<file path="src/rtl/clk_root_pkg.sv">
package clk_root_pkg;
  localparam int CR_DATA_W = 32;
  localparam int CR_ADDR_W = 3;
  localparam int CR_DIV_W  = 5;
  localparam int CR_SRC_W  = 3;
  localparam int CR_MODE_W = 2;
  localparam int CR_MND_W  = 8;
  localparam int CR_NMND   = 3;   // N, M, D in dirty-flag order

  localparam int CFG_SRC_LSB  = 8;
  localparam int CFG_MODE_LSB = 12;
  localparam int CFG_HW_BIT   = 20;
  localparam int CMD_APPLY    = 0;
  localparam int CMD_FORCE    = 1;
  localparam int CMD_DIRTY_LSB = 4;
  localparam int CMD_OFF_BIT  = 31;

  localparam logic [CR_ADDR_W-1:0] ADR_CMD = 3'd0;
  localparam logic [CR_ADDR_W-1:0] ADR_CFG = 3'd1;
  localparam logic [CR_ADDR_W-1:0] ADR_M   = 3'd2;
  localparam logic [CR_ADDR_W-1:0] ADR_N   = 3'd3;
  localparam logic [CR_ADDR_W-1:0] ADR_D   = 3'd4;

  localparam logic [CR_MODE_W-1:0] MODE_DUAL = 2'd2;

  typedef struct packed {
    logic [CR_DIV_W-1:0]  div;
    logic [CR_SRC_W-1:0]  src;
    logic [CR_MODE_W-1:0] mode;
    logic                 hw;
    logic [CR_MND_W-1:0]  m;
    logic [CR_MND_W-1:0]  n;
    logic [CR_MND_W-1:0]  d;
  } cr_set_t;
endpackage

</file>
<file path="src/rtl/clk_root_cmd.sv">
module clk_root_cmd
  import clk_root_pkg::*;
(
  input  logic                 clk,
  input  logic                 rst_n,
  input  logic                 cmd_we,
  input  logic                 apply_bit,
  input  logic                 force_bit,
  input  logic [CR_NMND:0]     shadow_we,   // cfg, N, M, D
  input  logic                 dn_en,
  output logic                 commit,
  output logic                 force_on,
  output logic [CR_NMND:0]     dirty,
  output logic                 root_off
);
  logic pending_q, root_on_q;

  always_ff @(posedge clk) begin
    if (!rst_n) begin
      pending_q <= 1'b0;
      force_on  <= 1'b0;
      dirty     <= '0;
      root_on_q <= 1'b0;
    end else begin
      if (pending_q)                  pending_q <= 1'b0;
      else if (cmd_we && apply_bit)   pending_q <= 1'b1;
      if (cmd_we) force_on <= force_bit;
      dirty     <= (pending_q ? '0 : dirty) | shadow_we;
      root_on_q <= force_on | dn_en;
    end
  end

  assign commit   = pending_q;
  assign root_off = ~root_on_q;

  a_r3_single_pending: assert property (@(posedge clk) disable iff (!rst_n)
    commit |=> !commit);
  a_r4_dirty_cleared: assert property (@(posedge clk) disable iff (!rst_n)
    (commit && shadow_we == '0) |=> dirty == '0);
  a_r6_root_off_lag: assert property (@(posedge clk) disable iff (!rst_n)
    1'b1 |=> (root_off == !$past(force_on | dn_en)));
endmodule

</file>
<file path="src/rtl/clk_root_shadow.sv">
module clk_root_shadow
  import clk_root_pkg::*;
(
  input  logic                 clk,
  input  logic                 rst_n,
  input  logic                 wr_cfg,
  input  logic [CR_NMND-1:0]   wr_mnd,      // N, M, D
  input  logic [CR_DIV_W-1:0]  div_in,
  input  logic [CR_SRC_W-1:0]  src_in,
  input  logic [CR_MODE_W-1:0] mode_in,
  input  logic                 hw_in,
  input  logic [CR_MND_W-1:0]  mnd_in,
  output cr_set_t              shd
);
  logic [CR_DIV_W-1:0]  div_q;
  logic [CR_SRC_W-1:0]  src_q;
  logic [CR_MODE_W-1:0] mode_q;
  logic                 hw_q;
  logic [CR_MND_W-1:0]  mnd_q [CR_NMND];

  always_ff @(posedge clk) begin
    if (!rst_n) begin
      div_q <= '0; src_q <= '0; mode_q <= '0; hw_q <= 1'b0;
    end else if (wr_cfg) begin
      div_q <= div_in; src_q <= src_in; mode_q <= mode_in; hw_q <= hw_in;
    end
  end

  for (genvar i = 0; i < CR_NMND; i++) begin : g_mnd
    always_ff @(posedge clk) begin
      if (!rst_n)         mnd_q[i] <= '0;
      else if (wr_mnd[i]) mnd_q[i] <= mnd_in;
    end
  end

  always_comb begin
    shd      = '0;
    shd.div  = div_q;
    shd.src  = src_q;
    shd.mode = mode_q;
    shd.hw   = hw_q;
    shd.n    = mnd_q[0];
    shd.m    = mnd_q[1];
    shd.d    = mnd_q[2];
  end
endmodule

</file>
<file path="src/rtl/clk_root_active.sv">
module clk_root_active
  import clk_root_pkg::*;
(
  input  logic    clk,
  input  logic    rst_n,
  input  logic    commit,
  input  cr_set_t shd,
  output cr_set_t act
);
  always_ff @(posedge clk) begin
    if (!rst_n)      act <= '0;
    else if (commit) act <= shd;
  end

  a_r2_hold_without_apply: assert property (@(posedge clk) disable iff (!rst_n)
    !commit |=> $stable(act));
  a_r3_load_on_apply: assert property (@(posedge clk) disable iff (!rst_n)
    commit |=> act == $past(shd));
endmodule

</file>
<file path="src/rtl/clk_root_ctrl.sv">
module clk_root_ctrl
  import clk_root_pkg::*;
(
  input  logic                 clk,
  input  logic                 rst_n,
  input  logic                 reg_valid,
  output logic                 reg_ready,
  input  logic                 reg_write,
  input  logic [CR_ADDR_W-1:0] reg_addr,
  input  logic [CR_DATA_W-1:0] reg_wdata,
  output logic [CR_DATA_W-1:0] reg_rdata,
  input  logic                 dn_enable,
  output logic                 root_off,
  output logic [CR_SRC_W-1:0]  src_code,
  output logic [CR_DIV_W-1:0]  pre_div,
  output logic [CR_MODE_W-1:0] cnt_mode,
  output logic                 hw_ctl,
  output logic [CR_MND_W-1:0]  m_val,
  output logic [CR_MND_W-1:0]  n_val,
  output logic [CR_MND_W-1:0]  d_val,
  output logic                 dual_edge
);
  logic               wr, rd, cmd_we, wr_cfg, commit, force_on;
  logic [CR_NMND-1:0] wr_mnd;
  logic [CR_NMND:0]   dirty;
  cr_set_t            shd, act;

  assign reg_ready = 1'b1;
  assign wr     = reg_valid && reg_write;
  assign rd     = reg_valid && !reg_write;
  assign cmd_we = wr && (reg_addr == ADR_CMD);
  assign wr_cfg = wr && (reg_addr == ADR_CFG);
  assign wr_mnd = {wr && (reg_addr == ADR_D), wr && (reg_addr == ADR_M),
                   wr && (reg_addr == ADR_N)};

  logic unused_wbits;
  assign unused_wbits = ^{reg_wdata[CR_DATA_W-1:CFG_HW_BIT+1],
                          reg_wdata[CFG_HW_BIT-1:CFG_MODE_LSB+CR_MODE_W],
                          reg_wdata[CFG_MODE_LSB-1:CFG_SRC_LSB+CR_SRC_W]};

  clk_root_cmd u_cmd (
    .clk(clk), .rst_n(rst_n), .cmd_we(cmd_we),
    .apply_bit(reg_wdata[CMD_APPLY]), .force_bit(reg_wdata[CMD_FORCE]),
    .shadow_we({wr_mnd, wr_cfg}), .dn_en(dn_enable),
    .commit(commit), .force_on(force_on), .dirty(dirty), .root_off(root_off)
  );

  clk_root_shadow u_shadow (
    .clk(clk), .rst_n(rst_n), .wr_cfg(wr_cfg), .wr_mnd(wr_mnd),
    .div_in(reg_wdata[CR_DIV_W-1:0]),
    .src_in(reg_wdata[CFG_SRC_LSB +: CR_SRC_W]),
    .mode_in(reg_wdata[CFG_MODE_LSB +: CR_MODE_W]),
    .hw_in(reg_wdata[CFG_HW_BIT]),
    .mnd_in(reg_wdata[CR_MND_W-1:0]),
    .shd(shd)
  );

  clk_root_active u_active (
    .clk(clk), .rst_n(rst_n), .commit(commit), .shd(shd), .act(act)
  );

  always_comb begin
    reg_rdata = '0;
    if (rd) begin
      case (reg_addr)
        ADR_CMD: begin
          reg_rdata[CMD_APPLY]   = commit;
          reg_rdata[CMD_FORCE]   = force_on;
          reg_rdata[CMD_DIRTY_LSB +: CR_NMND+1] = dirty;
          reg_rdata[CMD_OFF_BIT] = root_off;
        end
        ADR_CFG: begin
          reg_rdata[CR_DIV_W-1:0]              = shd.div;
          reg_rdata[CFG_SRC_LSB +: CR_SRC_W]   = shd.src;
          reg_rdata[CFG_MODE_LSB +: CR_MODE_W] = shd.mode;
          reg_rdata[CFG_HW_BIT]                = shd.hw;
        end
        ADR_M:   reg_rdata[CR_MND_W-1:0] = shd.m;
        ADR_N:   reg_rdata[CR_MND_W-1:0] = shd.n;
        ADR_D:   reg_rdata[CR_MND_W-1:0] = shd.d;
        default: reg_rdata = '0;
      endcase
    end
  end

  assign src_code  = act.src;
  assign pre_div   = act.div;
  assign cnt_mode  = act.mode;
  assign hw_ctl    = act.hw;
  assign m_val     = act.m;
  assign n_val     = act.n;
  assign d_val     = act.d;
  assign dual_edge = (act.mode == MODE_DUAL);

  a_r9_ready_high: assert property (@(posedge clk) disable iff (!rst_n)
    reg_ready);
endmodule

</file>
<file path="config.mk">
export PLATFORM = sky130hd
export DESIGN_NAME = clk_root_ctrl
export DESIGN_NICKNAME = d
export VERILOG_FILES = /design/src/rtl/clk_root_pkg.sv /design/src/rtl/clk_root_cmd.sv /design/src/rtl/clk_root_shadow.sv /design/src/rtl/clk_root_active.sv /design/src/rtl/clk_root_ctrl.sv
export SDC_FILE = /design/constraint.sdc
export NUM_CORES = 1
export LEC_CHECK = 0
export ABC_AREA = 1
export BUFFER_PORTS_ARGS = -buffer_cell sky130_fd_sc_hd__buf_2
export CORE_ASPECT_RATIO = 1.75
export CORE_MARGIN = 5
export CORE_UTILIZATION = 45
export DETAILED_ROUTE_END_ITERATION = 6
export GPL_ROUTABILITY_DRIVEN = 0
export PLACE_DENSITY_LB_ADDON = 0.05
export SLEW_MARGIN = 20
export SYNTH_ARGS = -nofsm -noshare
export SYNTH_HDL_FRONTEND = slang
export SYNTH_SLANG_ARGS = --single-unit
</file>
<file path="constraint.sdc">
create_clock -name clk -period 1.72 [get_ports clk]
set_input_delay 0.086 -clock clk [delete_from_list [all_inputs] [get_ports clk]]
set_output_delay 0.086 -clock clk [all_outputs]
set_load 0.03 [all_outputs]
</file>
==> flow_metrics.env, run 1 <==
export IMPL_initial_core_util_pct=46.0
export IMPL_grt_pass1_wl_mm=14.0
export IMPL_insertedDiodeCount=0
export IMPL_leakage_nw=2.05
export IMPL_dpl_cell_area_mm2=0.00373
export IMPL_final_common_cell="nor2_1"
export IMPL_power_density_mw_per_mm2=995
export IMPL_max_freq_ghz=0.689
export IMPL_die_area_mm2=0.00928
export IMPL_critPathKind="input pin to output pin"
export IMPL_io_buffers=73
export IMPL_cts_num_sinks=77
export IMPL_cpPeakStageDelay_ns=0.31
export IMPL_drtIter0Drc=139
export IMPL_syn2layout_area_growth_pct=23.8
export IMPL_synth_distinct_cells=27
export IMPL_r2r_end="u_active.act[20]$_SDFFE_PN0P_"
export IMPL_startpoint="reg_addr[1]"
export IMPL_slowest_stage="nor3_2"
export IMPL_r2r_start="u_cmd.commit$_SDFF_PP0_"
export IMPL_clockBufferDepth=2
export IMPL_postRouteAntennaNets=0
export IMPL_drv_slew=0
export IMPL_critPathCaptureType="output pin"
export IMPL_wirelength_mm=8.63
export IMPL_wire_per_inst_um=14.6
export IMPL_ctsResizeCount=0
export IMPL_num_vias=2850
export IMPL_grt_setup_unrepaired="no"
export IMPL_syn_inst=413
export IMPL_setup_worst_path_end="reg_rdata[6]"
export IMPL_path_clk_slew_ns=0.05
export IMPL_final_hold_viol_count=0
export IMPL_cts_setup_buffers=0
export IMPL_layout_drive_gt1_share_pct=23.3
export IMPL_fp_dieH_um=124
export IMPL_clock_skew_ns=0.00584
export IMPL_dp_cells=564
export IMPL_setup_ws_ns=0.269
export IMPL_dp_worst_setup_slack_ns=0.288
export IMPL_synth_top_cell_by_area="dfxtp_1"
export IMPL_cts_made_buffers=9
export IMPL_synth_top_area_share_pct=31.9
export IMPL_finish_net_count=538
export IMPL_maxCapViolCount=0
export IMPL_seq_area_frac_synth_pct=53.6
export IMPL_startpoint_type="input pin"
export IMPL_outcome="finished, final reports clean"
export IMPL_drc_errors=0
export IMPL_final_cell_mix="nor2_1 (141), buf_2 (73), dfxtp_1 (53)"
export IMPL_total_power_w=0.00409
export IMPL_arrival_ns=1.37
export IMPL_die_x_um=75.0
export IMPL_overflow=0
export IMPL_cts_root_buf="clkbuf_16"
export IMPL_ctsHtreeMaxLevel=3
export IMPL_period_share_pct=84.4
export IMPL_fin_cells=589
export IMPL_netlist_area_mm2=0.00333
export IMPL_vias_per_cell=4.84
export IMPL_syn_avg_cell_area_um2=8.05
export IMPL_io_pins=110
export IMPL_coreArea_mm2=0.00723
export IMPL_path_cells="buf_2 -> buf_4 -> nor3_2 -> buf_4 -> nand2_1 -> nand2_1 -> nor2_1 -> nor2_1 -> buf_2"
export IMPL_cts_hold_buf=9
export IMPL_wl_met2_mm=4.36
export IMPL_first_global_vias=2868
export IMPL_cts_tree="done"
export IMPL_drt_pass1_iterations=4
export IMPL_worstPathRequired_ns=1.63
export IMPL_ys_ff_latch=77
export IMPL_finalSetupViolCount=0
export IMPL_synthTopCellsByArea="dfxtp_1 (32%), edfxtp_1 (22%), nor2_1 (16%)"
export IMPL_antenna_found_initial=0
export IMPL_m1WireLength_mm=3.51
export IMPL_design_area_mm2=0.00412
export IMPL_worstPathMaxFanout=9
export IMPL_r2r_setup_slack_ns=0.72
export IMPL_wl_met3_um=501
export IMPL_period_needed_ns=1.45
export IMPL_peakVddDrop_uv=543
export IMPL_row_count=41
export IMPL_hp_class="input pin to register"
export IMPL_reg2regPathDepth=3
export IMPL_grt_usage_pct=20.5
export IMPL_grt_max_degree=51
export IMPL_hpwl_mm=6.05
export IMPL_tns_ns=0
export IMPL_synth_warnings=0
export IMPL_worstSkewPairLatency_ns=0.33
export IMPL_routed_top_layer="met4"
[flip-flops by register name, summed over array words and instances (netlist names)]
| name | count |
|---|---|
| u_active.act | 35 |
| u_cmd.commit | 1 |
| u_cmd.dirty | 4 |
| u_cmd.force_on | 1 |
| u_cmd.root_on_q | 1 |
| u_shadow.div_q | 5 |
| u_shadow.hw_q | 1 |
| u_shadow.mnd_q | 24 |
| u_shadow.mode_q | 2 |
| u_shadow.src_q | 3 |
[through the flow]
step,hold WS [ns],util [%]
after floorplan,0.202,-
after global placement,0.298,51.5
after detailed placement,0.306,51.5
after CTS,0.00548,56.9
after global routing,0.0431,56.9
final,0.0167,56.9
[kinds of logic (layout without fill, tap and decap cells)]
group	Yosys count	in the layout	synth area share [%]
AOI/OAI and AO/OA	51	51	7.67
buffers and inverters	59	133	9.71
DFF	77	77	53.6
other	2	18	0.226
and+or+nand+nor	224	224	28.8
[synthesized netlist by cell type]
cell type / count
inv_1: 16
clkbuf_1: 13
edfxtp_1: 24
inv_2: 2
o21ai_0: 38
nor3_2: 2
nand3_1: 13
o21ai_1: 10
buf_8: 1
buf_6: 1
buf_4: 19
conb_1: 2
nor3b_1: 1
buf_2: 5
nor2_1: 141
nand3_4: 1
nor2_4: 1
nand4_1: 13
or2_2: 1
nor2_2: 1
dfxtp_1: 53
nor4_4: 1
nand2_2: 1
a21oi_1: 3
nand3_2: 1
nand2_1: 47
inv_4: 2
[cell type report]
cell class              instances  area, um^2
clock inverters                 3        17.5
fillers                       710        3120
clock buffers                  13         280
inverters                      20        80.1
flip-flops and latches         77        1780
multi-input cells             293        1280
well taps                      86         108
repair buffers                 97         568
[critical path, delay by kind of cell]
family                 cells  cell delay (ns)
buffers and inverters      4             0.75
AND/OR/NAND/NOR            5             0.53
[how the worst min path moves through the flow]
stage	depth (start not counted)	from	end	slack, ns
6_report	3	reg_wdata[3]	u_shadow.div_q[3]$_SDFFE_PN0P_	0.02
3_3_place_gp	3	dn_enable	u_cmd.root_on_q$_SDFF_PN0_	0.30
2_1_floorplan	2	dn_enable	u_cmd.root_on_q$_SDFF_PN0_	0.20
4_1_cts	3	reg_wdata[3]	u_shadow.div_q[3]$_SDFFE_PN0P_	0.005
5_1_grt	3	reg_wdata[0]	u_cmd.commit$_SDFF_PP0_	0.04
3_5_place_dp	3	dn_enable	u_cmd.root_on_q$_SDFF_PN0_	0.31
[power by group]
group          internal [W]  switching (W)  total (W)
Clock               0.00113       0.000698    0.00183
Combinational     0.0000875       0.000230   0.000317
Sequential          0.00192      0.0000278    0.00195
Total               0.00314       0.000956    0.00409
[metal layers]
layer	vias up	global-route usage (%)
met5	-	0
met4	0	9.80
met3	16	5.09
met2	93	34.4
li1	1464	-
met1	1277	23.8
No activity file was read; power rests on OpenSTA's default activity.
==> run 2: changes to the inputs <==
==> constraint.sdc (replaced) <==
create_clock -name clk -period 1.2 [get_ports clk]
set_input_delay 0.06 -clock clk [delete_from_list [all_inputs] [get_ports clk]]
set_output_delay 0.06 -clock clk [all_outputs]
set_load 0.03 [all_outputs]
==> flow_metrics.env, run 2 (synthesized netlist as in run 1, its figures left out) <==
export IMPL_die_area_mm2=0.00928
export IMPL_p_seq_share_pct=48.6
export IMPL_grt_usage_pct=20.2
export IMPL_syn2layout_area_growth_pct=32.0
export IMPL_ctsHtreeMaxLevel=3
export IMPL_design_area_mm2=0.00439
export IMPL_overflow=0
export IMPL_p_int_w=0.00441
export IMPL_clockBufferDepth=2
export IMPL_period_share_pct=109
export IMPL_fin_cells=619
export IMPL_row_count=41
export IMPL_pwr_share_comb_pct=9.6
export IMPL_insertedDiodeCount=0
export IMPL_worstPathRequired_ns=1.14
export IMPL_vias_per_cell=4.79
export IMPL_holdWs_ns=0.0648
export IMPL_cts_tree="done"
export IMPL_drt_pass1_iterations=4
export IMPL_coreArea_mm2=0.00723
export IMPL_drv_slew=0
export IMPL_period_needed_ns=1.31
export IMPL_worstSkewPairLatency_ns=0.34
export IMPL_crit_top_cell="nor2_1"
export IMPL_path_clk_slew_ns=0.05
export IMPL_max_freq_ghz=0.762
export IMPL_cts_made_buffers=9
export IMPL_violations="setup timing"
export IMPL_hpwl_mm=6.27
export IMPL_cpPeakStageDelay_ns=0.40
export IMPL_initial_core_util_pct=46.0
export IMPL_p_clk_share_pct=41.8
export IMPL_utilization_pct=60.7
export IMPL_clock_skew_ns=0.0115
export IMPL_layout_drive_gt1_share_pct=28.0
export IMPL_num_vias=2965
export IMPL_final_cell_mix="nor2_1 (137), buf_2 (64), dfxtp_1 (51)"
export IMPL_drtIter0Drc=101
export IMPL_grt_setup_unrepaired="yes"
export IMPL_cts_num_sinks=77
export IMPL_arrival_ns=1.25
export IMPL_swShare_pct=23.4
export IMPL_regMostFlops="u_active.act"
export IMPL_wire_per_inst_um=14.1
export IMPL_dp_worst_setup_slack_ns=-0.00890
export IMPL_finalSetupViolCount=8
export IMPL_final_common_cell="nor2_1"
export IMPL_cts_root_buf="clkbuf_16"
export IMPL_reg_top3="u_active.act x35, u_shadow.mnd_q x24, u_shadow.div_q x5"
export IMPL_slowest_stage="edfxtp_1"
export IMPL_leakage_nw=2.20
export IMPL_finish_net_count=568
export IMPL_critPathCaptureType="output pin"
export IMPL_die_x_um=75.0
export IMPL_grt_pass1_wl_mm=13.9
export IMPL_hp_class="input pin to register"
export IMPL_largest_register_ffs=35
export IMPL_worstPathMaxFanout=2
export IMPL_final_hold_viol_count=0
export IMPL_postRouteAntennaNets=0
export IMPL_maxCapViolCount=0
export IMPL_critPathKind="register to output pin"
export IMPL_wirelength_mm=8.72
export IMPL_io_buffers=73
export IMPL_io_pins=110
export IMPL_outcome="finished with violations"
export IMPL_setup_ws_ns=-0.112
export IMPL_startpoint_type="register"
export IMPL_power_density_mw_per_mm2=1310
export IMPL_drc_errors=0
export IMPL_first_global_vias=2958
export IMPL_path_cells="nand4_1 -> nand2_1 -> nor2_1 -> nor2_1 -> buf_4"
export IMPL_peakVddDrop_uv=868
export IMPL_grt_max_degree=34
export IMPL_fp_dieH_um=124
export IMPL_switchingPower_w=0.00135
export IMPL_antenna_found_initial=0
export IMPL_dpl_cell_area_mm2=0.00383
export IMPL_dp_cells=574
==> run 2: cell types whose count changed in the layout (fill, tap and decap cells not counted), sizes merged <==
cell and delta:
dlygate4sd3 +3, clkbuf +1, clkinvlp -1, buf +27
==> run 2: worst paths after layout <==
path	start	end	slack (ns)	cells after the start
min	reg_wdata[7]	u_shadow.mnd_q[1][7]$_SDFFCE_PN0P_	0.06	3
max reg2reg	u_shadow.mnd_q[0][1]$_SDFFCE_PN0P_	u_active.act[9]$_SDFFE_PN0P_	0.24	4
max	u_shadow.mnd_q[0][1]$_SDFFCE_PN0P_	reg_rdata[1]	-0.11	5
min reg2reg	u_cmd.dirty[1]$_SDFF_PN0_	u_cmd.dirty[1]$_SDFF_PN0_	0.47	2
==> run 2: layout make-up <==
cell class / instances / area (um^2)
sequential: 77 / 1780
clock inverter: 2 / 10.0
fill: 711 / 2840
inverter: 20 / 85.1
timing repair buffer: 127 / 848
tap: 86 / 108
clock buffer: 14 / 254
multi-input combinational: 293 / 1300
==> run 2: per-layer routing <==
metal / vias to the layer above / global-route usage (%) / share of wire (%)
met2: 82 / 35.0 / 53
li1: 1524 / - / -
met4: 0 / 11.9 / 2.6
met3: 17 / 2.75 / 4.7
met5: - / 0 / 0
met1: 1342 / 22.8 / 40
==> run 2: timing repair <==
action,CTS,global route
pin swaps,22,7
endpoints found under the hold margin,13,0
setup buffers,10,7
setup endpoints to repair,8,13
gates resized for setup,11,9
hold buffers,12,0
cloned,0,0
==> run 2: critical path: cells and delay by family, from the launching register on <==
family	cells	cell delay, ns
buf+inv	1	0.18
flops	1	0.40
simple gates	4	0.34
==> run 2: through the flow <==
step,total power [W],TNS [ns]
5_1_grt,0.00596,-0.943
6_report,0.00575,-0.354
2_1_floorplan,0.00318,0
3_5_place_dp,0.00331,-0.00890
4_1_cts,0.00578,-0.476
3_3_place_gp,0.00331,-0.0173
==> run 2: power by group through the flow <==
stage	combinational, W	sequential [W]	clock [W]
after CTS	0.000528	0.00279	0.00246
after detailed placement	0.000459	0.00285	0
after floorplan	0.000320	0.00286	0
after global routing	0.000600	0.00280	0.00256
final	0.000553	0.00280	0.00241
after global placement	0.000456	0.00285	0
